**src/rtl/rcs_pkg.sv**
```systemverilog
// Shared constants for the reset cause / break-exit status unit.
// Assumes an 8-bit register bus and seven reset sources whose order in
// the cause byte is fixed by software that decodes it.
package rcs_pkg;
    localparam int unsigned DATA_W   = 8;
    localparam int unsigned NUM_SRC  = 7;
    // Source index inside the source vector; cause byte bit = index + 1.
    localparam int unsigned IDX_LOWV    = 0;
    localparam int unsigned IDX_MODRST  = 1;
    localparam int unsigned IDX_ILLADDR = 2;
    localparam int unsigned IDX_ILLOP   = 3;
    localparam int unsigned IDX_WDOG    = 4;
    localparam int unsigned IDX_PIN     = 5;
    localparam int unsigned IDX_POR     = 6;

    typedef logic [NUM_SRC-1:0] src_vec_t;
    typedef logic [DATA_W-1:0]  byte_t;
endpackage

```
**src/rtl/rcs_cause_flags.sv**
```systemverilog
// Reset-cause flag store.
// A power-on event masks all other sources. Any other event replaces the
// old flags with the set of sources pulsing now. A read-clear request
// empties the store unless an event arrives in the same cycle.
// Assumes event pulses are already synchronous to clk.
module rcs_cause_flags
    import rcs_pkg::*;
(
    input  logic     clk,
    input  logic     rst_n,
    input  src_vec_t src_evt,
    input  logic     rd_clear,
    output src_vec_t flags_q
);
    logic     any_evt;
    src_vec_t evt_next;

    // Any source active this cycle
    assign any_evt = |src_evt;

    // Per-source next value: power-on wins over every other source
    for (genvar i = 0; i < NUM_SRC; i++) begin : g_src
        if (i == IDX_POR) begin : g_por
            assign evt_next[i] = src_evt[i];
        end else begin : g_other
            assign evt_next[i] = src_evt[i] & ~src_evt[IDX_POR];
        end
    end

    // Flag register: event has priority over read-clear
    always_ff @(posedge clk) begin
        if (!rst_n) begin
            flags_q <= '0;
        end else if (any_evt) begin
            flags_q <= evt_next;
        end else if (rd_clear) begin
            flags_q <= '0;
        end
    end
endmodule

```
**src/rtl/rcs_break_flag.sv**
```systemverilog
// Break-exit flag.
// Set by a break-exit pulse and cleared by a bus write whose flag bit is
// zero; a reset event clears it above all else.
// Assumes the write select is already decoded for the break address.
module rcs_break_flag
    import rcs_pkg::*;
#(
    parameter int unsigned BRK_BIT = 1
) (
    input  logic  clk,
    input  logic  rst_n,
    input  logic  any_reset,
    input  logic  brk_pulse,
    input  logic  wr_sel,
    input  byte_t wdata,
    output logic  flag_q
);
    logic wr_clear;
    logic unused_wbits;

    // Only the flag bit of the write data matters
    assign wr_clear     = wr_sel & ~wdata[BRK_BIT];
    assign unused_wbits = ^wdata;

    // Flag register: reset event > break pulse > clearing write
    always_ff @(posedge clk) begin
        if (!rst_n) begin
            flag_q <= 1'b0;
        end else if (any_reset) begin
            flag_q <= 1'b0;
        end else if (brk_pulse) begin
            flag_q <= 1'b1;
        end else if (wr_clear) begin
            flag_q <= 1'b0;
        end
    end
endmodule

```
**src/rtl/rcs_bus_decode.sv**
```systemverilog
// Register bus decoder and read multiplexer.
// Produces the cause read-clear strobe and the break write select, and
// drives read data combinationally; unmapped or idle cycles read zero.
// Assumes the two addresses differ.
module rcs_bus_decode
    import rcs_pkg::*;
#(
    parameter int unsigned          ADDR_W     = 4,
    parameter logic [ADDR_W-1:0]    CAUSE_ADDR = 1,
    parameter logic [ADDR_W-1:0]    BRK_ADDR   = 0
) (
    input  logic              rd_en,
    input  logic              wr_en,
    input  logic [ADDR_W-1:0] addr,
    input  byte_t             cause_byte,
    input  byte_t             brk_byte,
    output byte_t             rdata,
    output logic              cause_rd,
    output logic              brk_wr
);
    logic hit_cause;
    logic hit_brk;

    // Address match lines
    assign hit_cause = (addr == CAUSE_ADDR);
    assign hit_brk   = (addr == BRK_ADDR);

    // Side-effect strobes
    assign cause_rd = rd_en & hit_cause;
    assign brk_wr   = wr_en & hit_brk;

    // Read data selection
    always_comb begin
        rdata = '0;
        if (rd_en && hit_cause) begin
            rdata = cause_byte;
        end else if (rd_en && hit_brk) begin
            rdata = brk_byte;
        end
    end
endmodule

```
**src/rtl/reset_cause_status.sv**
```systemverilog
// Reset cause and break-exit status unit (top).
// Gathers the seven reset event pulses into the source vector, keeps the
// cause flags and the break flag, and serves both as bytes on the bus.
// Assumes all inputs are synchronous to clk and each event is one cycle.
module reset_cause_status
    import rcs_pkg::*;
#(
    parameter int unsigned       ADDR_W     = 4,
    parameter logic [ADDR_W-1:0] CAUSE_ADDR = 1,
    parameter logic [ADDR_W-1:0] BRK_ADDR   = 0,
    parameter int unsigned       BRK_BIT    = 1
) (
    input  logic              clk,
    input  logic              rst_n,
    input  logic              por_evt,
    input  logic              pin_evt,
    input  logic              wdog_evt,
    input  logic              illop_evt,
    input  logic              illaddr_evt,
    input  logic              modrst_evt,
    input  logic              lowv_evt,
    input  logic              brk_exit,
    input  logic              rd_en,
    input  logic              wr_en,
    input  logic [ADDR_W-1:0] addr,
    input  logic [7:0]        wdata,
    output logic [7:0]        rdata
);
    src_vec_t src_evt;
    src_vec_t flags_q;
    byte_t    cause_byte;
    byte_t    brk_byte;
    logic     brk_flag;
    logic     cause_rd;
    logic     brk_wr;

    // Source vector in cause-byte order
    always_comb begin
        src_evt              = '0;
        src_evt[IDX_POR]     = por_evt;
        src_evt[IDX_PIN]     = pin_evt;
        src_evt[IDX_WDOG]    = wdog_evt;
        src_evt[IDX_ILLOP]   = illop_evt;
        src_evt[IDX_ILLADDR] = illaddr_evt;
        src_evt[IDX_MODRST]  = modrst_evt;
        src_evt[IDX_LOWV]    = lowv_evt;
    end

    // Cause byte: flags above an always-zero bit 0
    assign cause_byte = {flags_q, 1'b0};

    // Break byte: only the flag position is populated
    for (genvar b = 0; b < DATA_W; b++) begin : g_brk_byte
        if (b == BRK_BIT) begin : g_flag
            assign brk_byte[b] = brk_flag;
        end else begin : g_zero
            assign brk_byte[b] = 1'b0;
        end
    end

    rcs_cause_flags u_cause (
        .clk      (clk),
        .rst_n    (rst_n),
        .src_evt  (src_evt),
        .rd_clear (cause_rd),
        .flags_q  (flags_q)
    );

    rcs_break_flag #(.BRK_BIT(BRK_BIT)) u_brk (
        .clk       (clk),
        .rst_n     (rst_n),
        .any_reset (|src_evt),
        .brk_pulse (brk_exit),
        .wr_sel    (brk_wr),
        .wdata     (wdata),
        .flag_q    (brk_flag)
    );

    rcs_bus_decode #(
        .ADDR_W     (ADDR_W),
        .CAUSE_ADDR (CAUSE_ADDR),
        .BRK_ADDR   (BRK_ADDR)
    ) u_dec (
        .rd_en      (rd_en),
        .wr_en      (wr_en),
        .addr       (addr),
        .cause_byte (cause_byte),
        .brk_byte   (brk_byte),
        .rdata      (rdata),
        .cause_rd   (cause_rd),
        .brk_wr     (brk_wr)
    );
endmodule

```
**config.mk**
```make
export PLATFORM = sky130hd
export DESIGN_NAME = reset_cause_status
export DESIGN_NICKNAME = d
export VERILOG_FILES = /design/src/rtl/rcs_pkg.sv /design/src/rtl/rcs_cause_flags.sv /design/src/rtl/rcs_break_flag.sv /design/src/rtl/rcs_bus_decode.sv /design/src/rtl/reset_cause_status.sv
export SDC_FILE = /design/constraint.sdc
export NUM_CORES = 1
export LEC_CHECK = 0
export BUFFER_PORTS_ARGS = -buffer_cell sky130_fd_sc_hd__buf_2
export CORE_AREA = 2 2 39 41
export CTS_CLUSTER_DIAMETER = 120
export DETAILED_ROUTE_END_ITERATION = 12
export DIE_AREA = 0 0 41 43
export GPL_TIMING_DRIVEN = 0
export HOLD_SLACK_MARGIN = 0.02
export PLACE_DENSITY = 0.73
export SLEW_MARGIN = 0
export SYNTH_ARGS = -nofsm -noshare
export SYNTH_HDL_FRONTEND = slang
export SYNTH_SLANG_ARGS = --single-unit
```
**constraint.sdc**
```tcl
create_clock -name clk -period 3.7 [get_ports clk]
set_input_delay 0.555 -clock clk [delete_from_list [all_inputs] [get_ports clk]]
set_output_delay 0.555 -clock clk [all_outputs]
set_load 0.1 [all_outputs]
```
# Word-level counts from Yosys, hierarchy flattened
# Cells that the tools add are included.
word_totals:
  ff_bits: 8
  in_bits: 24
  elab_cells: 28
classes:
  mux: 6
  n_bitwise: 12
  eq_ne: 1
  n_reduce_logical: 7
ops:
  columns: ["operator", "count"]
  rows:
  - ["7-bit two-way mux", 2]
  - ["1-bit bitwise AND", 9]
  - ["8-bit two-way mux", 1]
  - ["8-bit OR reduction", 1]
  - ["7-bit OR reduction", 1]
  - ["4-bit by 1-bit == test with 1-bit output (second input constant)", 1]
  - ["4-bit logical NOT", 1]
  - ["2-bit nonzero test", 2]
  - ["1-bit inverter", 3]
  - ["1-bit logical AND", 2]
  - ["1-bit two-way mux", 2]
  - ["2-bit two-way mux", 1]

# Logic depth before layout (Yosys ltp)
# Gate-level depths: netlist of run 1.
logic_depth:
  word_depth: 5
  ltp_mapped: 4
  depth_no_buf: 3

# Modules after synthesis
# A second synthesis of run 1 with hierarchy kept.
hier_totals:
  hier_cells: 64
  hier_area_um2: 523.0
modules_own_cells:
  columns: ["mod", "cells_per_inst", "area_each_um2", "n_inst"]
  rows:
  - ["rcs_cause_flags", 33, 295.3, 1]
  - ["rcs_bus_decode", 23, 162.7, 1]
  - ["rcs_break_flag", 4, 46.3, 1]
  - ["reset_cause_status", 4, 18.8, 1]

# Least setup slack after synthesis of run 1
# OpenSTA, ideal clock, no wires.
synth_path:
  path_type: "input to output"
  start: "input port addr[1]"
  end: "output port rdata[1]"
  n_path_buf: 0
  required_time_ps: 3145
  stages: 2
  setup_slack_ps: 742
  arrival_ps: 2403
  path_cell_list: "nor4b_4 -> nor2b_1"
synth_between:
  elab_chain_len: 4
  word_cells_on_any_way: 6
  cone_classes: "1 x eq/ne; 2 x mux; 3 x reduce/logical"
synth_rtl:
  columns: ["element", "line", "rtl"]
  rows:
  - ["start, declared", "reset_cause_status.sv:25", "input logic [ADDR_W-1:0] addr,"]
  - ["4-bit logical NOT", "rcs_bus_decode.sv:26", "assign hit_brk = (addr == BRK_ADDR);"]
  - ["1-bit logical AND", "rcs_bus_decode.sv:37", "end else if (rd_en && hit_brk) begin"]
  - ["2-bit two-way mux", "rcs_bus_decode.sv:37", null]
  - ["8-bit two-way mux *", "rcs_bus_decode.sv:35", "if (rd_en && hit_cause) begin"]
  - ["end, declared", "reset_cause_status.sv:27", "output logic [7:0] rdata"]
# Mark *: on every way between the ends. The rest lies on a longest branch, timed or not.

# Worst setup path after layout of run 1
layout_path:
  start: "input port addr[1]"
  end: "output port rdata[5]"
layout_between:
  elab_chain_len: 3
layout_rtl:
  columns: ["element", "line", "rtl"]
  rows:
  - ["4-bit by 1-bit == test with 1-bit output", "rcs_bus_decode.sv:25", "assign hit_cause = (addr == CAUSE_ADDR);"]
  - ["1-bit logical AND", "rcs_bus_decode.sv:35", null]
  - ["8-bit two-way mux", "rcs_bus_decode.sv:35", null]
# No other way between the ends.

==> results of run 1 <==
-- power by group --
group          internal (µW)  total [µW]  switching [µW]  leakage [µW]
registers               89.6        91.0            1.48     0.0000657
logic                   12.3        29.7            17.4      0.000198
clock network           37.1        66.8            29.7     0.0000138
-- placed cells by master, fill, tap and decap left out --
cell | netlist | layout
a211oi_1 | 1 | 1
a211oi_4 | 1 | 1
a22o_1 | 6 | 6
a31oi_1 | 1 | 1
and3_1 | 6 | 6
buf_2 | 0 | 22
buf_4 | 1 | 1
clkbuf_1 | 1 | 1
clkbuf_4 | 0 | 3
conb_1 | 1 | 1
dfxtp_1 | 8 | 8
inv_1 | 1 | 1
mux2i_1 | 1 | 1
nor2_1 | 2 | 2
nor2b_1 | 2 | 2
nor3_1 | 1 | 1
nor4b_4 | 1 | 1
o21a_1 | 2 | 2
or4_4 | 1 | 1
or4b_1 | 1 | 1
or4b_2 | 1 | 1
-- state kept, by name (all words and copies together), names as in the netlist --
| signal | count |
|---|---|
| u_cause.flags_q | 7 |
| u_brk.flag_q | 1 |
-- worst paths after layout --
kind,start,endpoint,slack [ns],depth (start not counted)
worst max-delay path,addr[1],rdata[5],1.27,4
worst min-delay path,u_cause.flags_q[1],u_cause.flags_q[1],0.47,1
worst max register to register,u_cause.flags_q[6],u_cause.flags_q[6],2.42,3
worst min register to register,u_cause.flags_q[1],u_cause.flags_q[1],0.47,1
-- kinds of logic after synthesis --
| kind of cell | share of synthesized area [%] |
|---|---|
| AND/OR/NAND/NOR | 28.8 |
| AO/OA/AOI/OAI | 24.8 |
| flip-flops | 39.3 |
| buffers and inverters | 3.68 |
| multiplexers | 2.45 |
| other | 0.919 |
-- cell type report --
class / instances / area (µm²) / share of cell area (%)
flip-flops and latches: 8 / 160 / 28.6
inverters: 1 / 3.75 / 0.670
clock buffers: 3 / 22.5 / 4.02
well taps: 16 / 20.0 / 3.57
multi-input cells: 28 / 233 / 41.5
plain buffers: 2 / 11.3 / 2.01
repair buffers: 22 / 110 / 19.6
-- through the flow --
step	hold slack [ns]	setup WS, ns	util, %	area, µm²
2_1_floorplan	0.434	0.742	-	408
3_3_place_gp	0.450	1.30	38.9	538
3_5_place_dp	0.451	1.27	38.9	538
4_1_cts	0.472	1.26	40.5	561
5_1_grt	0.484	1.21	40.5	561
6_report	0.471	1.27	40.5	561
-- layer usage --
layer,track usage (%),part of all wire (%)
met1,12.3,42
met5,0,0
met3,3.14,9.1
met2,18.8,46
met4,7.33,2.2
==> flow_summary.toml, run 1 <==
[status]
status = "finished, final reports clean"

[worst_hold_path]
hold_class = "reg -> reg"

[timing]
period_share_pct = 65.8
fmax_ghz = 0.411
relSlewSlack_pct = 63.4
slew_viol_final = 0
setup-tns-final_ns = 0
period_minus_slack_ns = 2.43
clock-skew-final_ns = 0
rsz0062_at_grt = "false"
finalSetupViolCount = 0
hold_viol_final = 0
tightest_slew_ns = 0.547

[clocking]
cts-resized-gates = 0
htree_levels = 1
numCtsBuffers = 3
cts_root_buf = "clkbuf_4"
clock_sinks = 8
cts_setup_buffers = 0
clkTransAtPathRegs_ns = 0.05
cts_max_path_buffers = 2
insertion_delay_ns = 0.25
postCtsHoldBufs = 0
cts_tree = "yes"

[global_route]
grt_usage_pct = 11.6
grt_max_degree = 11
grt_pass1_vias = 362
grt_pass1_wl_um = 1360
antenna_found_initial = 0
grt_overflow_total = 0

[synth]
yosys.cell_types.count = 19
yosysWarningCount = 0
synth.top_cell.area_share_pct = 39.3
synth_cells = 39
synth_top_cell_by_area = "dfxtp_1"
synth_seq_cells = 8
synth_edf_count = 0
syn-cell-area_um2 = 408
yosys.cell_count.top_type = "dfxtp_1"
syn_nets = 63
ys.flop_type = "dfxtp_1"
netlist_top_cells_area = "dfxtp_1, a22o_1, and3_1"
synth_commonest_cells = "dfxtp_1, a22o_1, and3_1"
syn_area_per_cell_um2 = 10.5
ys_seq_area_share_pct = 39.3
postSynth.asyncResetShare_pct = 0

[floorplanning]
io_pins = 32
coreArea_um2 = 1380
die_area_um2 = 1760
start_util_pct = 29.5
dieHeight_um = 43
rows = 14
die_width_um = 41

[setup_path]
cpPeakStageDelay_ns = 0.54
crit_family = "simple AND/OR/NAND/NOR gates"
path_cells = "buf_2 > nor4b_4 > and3_1 > buf_2"
cp.required_ns = 3.14
path_class = "in -> out"
arrival_ns = 1.88
slowest_stage = "nor4b_4"
cp_max_fo = 9
cp-end-kind = "output pin"
path_buf_inv = 2
crit_top_cell = "buf_2"
startpoint_type = "primary input"

[placement]
place_inst = 77
place.port_buffers = 22
finalWeightedCongestion = 0.766
dp_hpwl_um = 723

[power]
leakage_uw = 0.000277
power.total_uw = 188
powerDensity_nw_per_um2 = 335
ir_drop_v = 0.000130

[routing]
drtIter0Drc = 9
routedWlPerCell_um = 12.0
first_pass_iters = 4
drt-total-wl_um = 960
drc = 0
postRouteAntennaNets = 0
vias = 393
via_per_inst = 4.91

[cells_and_area]
nFillCells = 142
fin_nets = 90
final_cells = 80
diodes = 0
area_delta_synth_final_pct = 37.4
drive_gt1_share_pct = 46.9

[flow_run]
cap_violations = 0
Power figures use the tool's default switching activity.
==> run 2, diff against run 1 <==
PLACE_DENSITY = 0.75   (was 0.73)
clock period = 2.05 ns   (was 3.7 ns; I/O delays follow)
==> run 2 against run 1 <==
  * Critical path depth unchanged
  * Setup slack got worse by 1.2 ns
  * Worst hold slack got worse by 0.20 ns
  * Utilization increased by 0.18 points
  * First-iteration DRC count decreased by 78%
  * Sequential cell count unchanged
  * Clock-buffer cell count unchanged
  * Die area unchanged
  * Largest power group unchanged
==> flow_summary.toml, run 2 (synthesized netlist as in run 1, its figures left out) <==
[status]
status = "finished, final reports clean"

[floorplanning]
die_width_um = 41
die_area_um2 = 1760
io_pins = 32
start_util_pct = 29.5
rows = 14
dieHeight_um = 43
coreArea_um2 = 1380

[timing]
clock-skew-final_ns = 0
hold_viol_final = 0
relSlewSlack_pct = 62.8
hold-worst-slack_ns = 0.274
setup-tns-final_ns = 0
rsz0062_at_grt = "false"
period_minus_slack_ns = 1.95
tightest_slew_ns = 0.556
finalSetupViolCount = 0
slew_viol_final = 0
fmax_ghz = 0.512
period_share_pct = 95.3

[routing]
via_per_inst = 4.95
postRouteAntennaNets = 0
vias = 396
drt-total-wl_um = 937
drc = 0
drtIter0Drc = 2
first_pass_iters = 4
routedWlPerCell_um = 11.7

[setup_path]
cpPeakStageDelay_ns = 0.55
cp_max_fo = 9
path_class = "in -> out"
reg2reg_depth = 3
cp.required_ns = 1.74
path_cells = "buf_2 > nor4b_4 > and3_1 > buf_2"
slowest_stage = "nor4b_4"
startpoint_type = "primary input"
arrival_ns = 1.65
cp-end-kind = "output pin"
crit_top_cell = "buf_2"

[clocking]
htree_levels = 1
numCtsBuffers = 3
cts_setup_buffers = 0
cts_max_path_buffers = 2
clock_sinks = 8
cts_tree = "yes"
postCtsHoldBufs = 0
insertion_delay_ns = 0.25
clkTransAtPathRegs_ns = 0.05
cts-resized-gates = 0
cts_root_buf = "clkbuf_4"

[cells_and_area]
final_cell_mix = "buf_2, dfxtp_1, and3_1, a22o_1, clkbuf_4"
largest_reg_flops = 7
fin_nets = 90
largest-register = "u_cause.flags_q"
diodes = 0
drive_gt1_share_pct = 48.4
reg_top3 = "u_cause.flags_q x7, u_brk.flag_q x1"
area_delta_synth_final_pct = 38.0
final_common_cell = "buf_2"

[worst_hold_path]
hold_depth = 2
hold_class = "in -> reg"

[power]
combPwrFrac_pct = 16.0
pwr-share-seq_pct = 48.9
leakage_uw = 0.000277
power.share.clock_pct = 35.2
p_switching_uw = 85.1
sw_frac_of_total_pct = 25.3
p_int_uw = 251
ir_drop_v = 0.000325
powerDensity_nw_per_um2 = 596

[placement]
finalWeightedCongestion = 0.783
dp_hpwl_um = 735
place.port_buffers = 22

[flow_run]
cap_violations = 0

[global_route]
grt_max_degree = 11
antenna_found_initial = 0
grt_usage_pct = 11.5
grt_pass1_wl_um = 1370
grt_overflow_total = 0
grt_pass1_vias = 370
## run 2: cell type report
cell class | count | area [µm²]
buffer | 2 | 11.3
timing repair buffer | 22 | 110
sequential | 8 | 160
inverter | 1 | 3.75
tap | 16 | 20.0
clock buffer | 3 | 22.5
multi-input combinational | 28 | 235
fill | 146 | 821
## run 2: worst max-delay path, delay by kind of cell
kind                   cells  cell delay, ns
buffers and inverters      2            0.54
and+or+nand+nor            2            0.79
## run 2: final timing paths
check | start | to | slack (ns)
setup / recovery | addr[1] | rdata[4] | 0.1
hold reg to reg | u_cause.flags_q[5] | u_cause.flags_q[5] | 0.46
hold / removal | brk_exit | u_brk.flag_q | 0.27
setup reg to reg | u_cause.flags_q[6] | u_cause.flags_q[6] | 0.77
## run 2: per-layer routing
metal	routed length (µm)	global-route usage, %	up-vias	share of wire (%)
met1	390	13.4	174	42
li1	-	-	201	-
met5	0	0	-	0
met2	438	18.1	19	47
met4	14	6.00	0	1.5
met3	93	3.14	2	9.9
## run 2: metrics by stage
step                      power, µW  cell area (µm²)  std cells  util (%)  worst slack [ns]
after CTS                       337              563         80      40.7             0.109
after floorplan                 197              410         39         -            0.0871
after global routing            350              563         80      40.7            0.0479
after global placement          219              541         77      39.1             0.140
after detailed placement        221              541         77      39.1             0.109
final                           336              563         80      40.7            0.0971
## run 2: power by group through the flow
stage,clock [µW],combinational [µW],sequential (µW)
floorplan,0,30.7,167
global placement,0,52.4,167
detailed placement,0,53.6,167
CTS,119,53.8,164
global route,128,57.7,165
finish,118,53.6,164
==> run 3, diff against run 2 <==
==> constraint.sdc (replaced) <==
create_clock -name clk -period 2.05 [get_ports clk]
set_input_delay 0 -clock clk [delete_from_list [all_inputs] [get_ports clk]]
set_output_delay 0 -clock clk [all_outputs]
set_load 0.1 [all_outputs]
==> run 3 against run 2 <==
  * Worst hold slack got worse by 0.20 ns
  * Sequential power about the same
  * Utilization increased by 6.7 points
  * Global-route usage increased by 1.8 points
  * Critical path depth increased by 2
  * Maximum frequency about the same
  * Sequential cell count unchanged
  * Setup slack improved by 0.00062 ns
  * First-iteration DRC count increased by 100%
  * Sequential share of layout area decreased by 4.0 points
  * Non-clock buffer count increased by 9
  * Critical path type is now in -> reg
  * Largest cell class unchanged
==> flow_summary.toml, run 3 (synthesized netlist as in run 1, its figures left out) <==
[status]
status = "finished, final reports clean"

[floorplanning]
die_area_um2 = 1760
start_util_pct = 29.5
dieHeight_um = 43
io_pins = 32
coreArea_um2 = 1380
rows = 14
die_width_um = 41

[setup_path]
arrival_ns = 2.16
crit_family = "buffers and inverters"
r2r-start = "u_cause.flags_q[6]"
path_depth = 6
path_cells = "dlygate4sd3_1 > buf_2 > or4b_2 > a211oi_2 > o21a_1 > dlygate4sd3_1"
startpoint_type = "primary input"
cp.required_ns = 2.25
endpoint = "u_cause.flags_q[6]"
regToRegEndpoint = "u_cause.flags_q[6]"
crit_top_cell = "dlygate4sd3_1"
cp-end-kind = "flip-flop"
r2r_slack_ns = 0.27
cpPeakStageDelay_ns = 0.68
path_buf_inv = 3
cp_max_fo = 3
reg2reg_depth = 4
startpoint = "illop_evt"
slowest_stage = "or4b_2"
path_class = "in -> reg"

[worst_hold_path]
hold_class = "in -> reg"
hold_depth = 3

[clocking]
insertion_delay_ns = 0.26
htree_levels = 1
cts_root_buf = "clkbuf_4"
cts_setup_buffers = 0
numCtsBuffers = 3
clkTransAtPathRegs_ns = 0.06
cts_tree = "yes"
clock_sinks = 8
cts_max_path_buffers = 2

[timing]
slew_viol_final = 0
period_share_pct = 95.2
relSlewSlack_pct = 63.5
rsz0062_at_grt = "false"
hold-worst-slack_ns = 0.0730
period_minus_slack_ns = 1.95
hold_viol_final = 0
clock-skew-final_ns = 0
tightest_slew_ns = 0.544
setup-tns-final_ns = 0
fmax_ghz = 0.512
finalSetupViolCount = 0

[routing]
postRouteAntennaNets = 0
via_per_inst = 4.90
first_pass_iters = 3
drc = 0
drt-total-wl_um = 1040
vias = 436
routedWlPerCell_um = 11.6
drtIter0Drc = 4

[cells_and_area]
fin_nets = 99
reg_top3 = "u_cause.flags_q x7, u_brk.flag_q x1"
final_common_cell = "buf_2"
drive_gt1_share_pct = 42.5
stdcell_area_um2 = 656
largest_reg_flops = 7
largest-register = "u_cause.flags_q"
nFillCells = 130
diodes = 0
final_cells = 89
area_delta_synth_final_pct = 60.7
final_cell_mix = "buf_2, dlygate4sd3_1, dfxtp_1"
utilization_pct = 47.4

[global_route]
grt_overflow_total = 0
grt_pass1_vias = 414
grt_max_degree = 11
grt_usage_pct = 13.3
antenna_found_initial = 0
grt_pass1_wl_um = 1550

[placement]
place.port_buffers = 22
dp_hpwl_um = 758
place_inst = 77
placed_cell_area_um2 = 538
finalWeightedCongestion = 0.733

[flow_run]
cap_violations = 0

[power]
ir_drop_v = 0.000228
leakage_uw = 0.000317
powerDensity_nw_per_um2 = 544
## run 3: what timing repair did
item / 4_1_cts / 5_1_grt
hold endpoints to repair: 8 / 0
setup endpoints to repair: 0 / 1
resized for setup: 0 / 1
hold buffers: 9 / 0
## run 3: layout make-up
type	instances	area (µm²)	share of cell area [%]
multi-input cells	28	238	36.3
well taps	16	20.0	3.05
repair buffers	31	200	30.5
flip-flops and latches	8	160	24.4
plain buffers	2	11.3	1.72
inverters	1	3.75	0.573
clock buffers	3	22.5	3.44
## run 3: per-stage QoR
stage	setup WS, ns	total power (µW)
after CTS	0.0743	359
after global routing	0.0233	367
after global placement	0.755	219
after detailed placement	0.729	221
after floorplan	0.202	197
final	0.0977	357
## run 3: worst min-delay path by stage
stage,start,endpoint
after floorplan,rst_n,u_cause.flags_q[6]
after global placement,brk_exit,u_brk.flag_q
after detailed placement,brk_exit,u_brk.flag_q
after CTS,wr_en,u_brk.flag_q
after global routing,wr_en,u_brk.flag_q
final,wr_en,u_brk.flag_q
## run 3: metal layers
layer  wire length (µm)  GRT usage (%)
met1                446           13.0
met2                485           23.1
met3                 83           3.14
met4                 19           8.00
met5                  0              0
## run 3: worst min-delay path: stages
cell	delay [ns]
buf_2	0.08
a31oi_1	0.06
o21a_1	0.15
## run 3: report_power, final
part | switching [µW] | leakage (µW) | internal [µW]
Sequential | 2.61 | 0.0000657 | 161
Clock | 58.4 | 0.0000138 | 67.3
Combinational | 33.6 | 0.000237 | 33.4
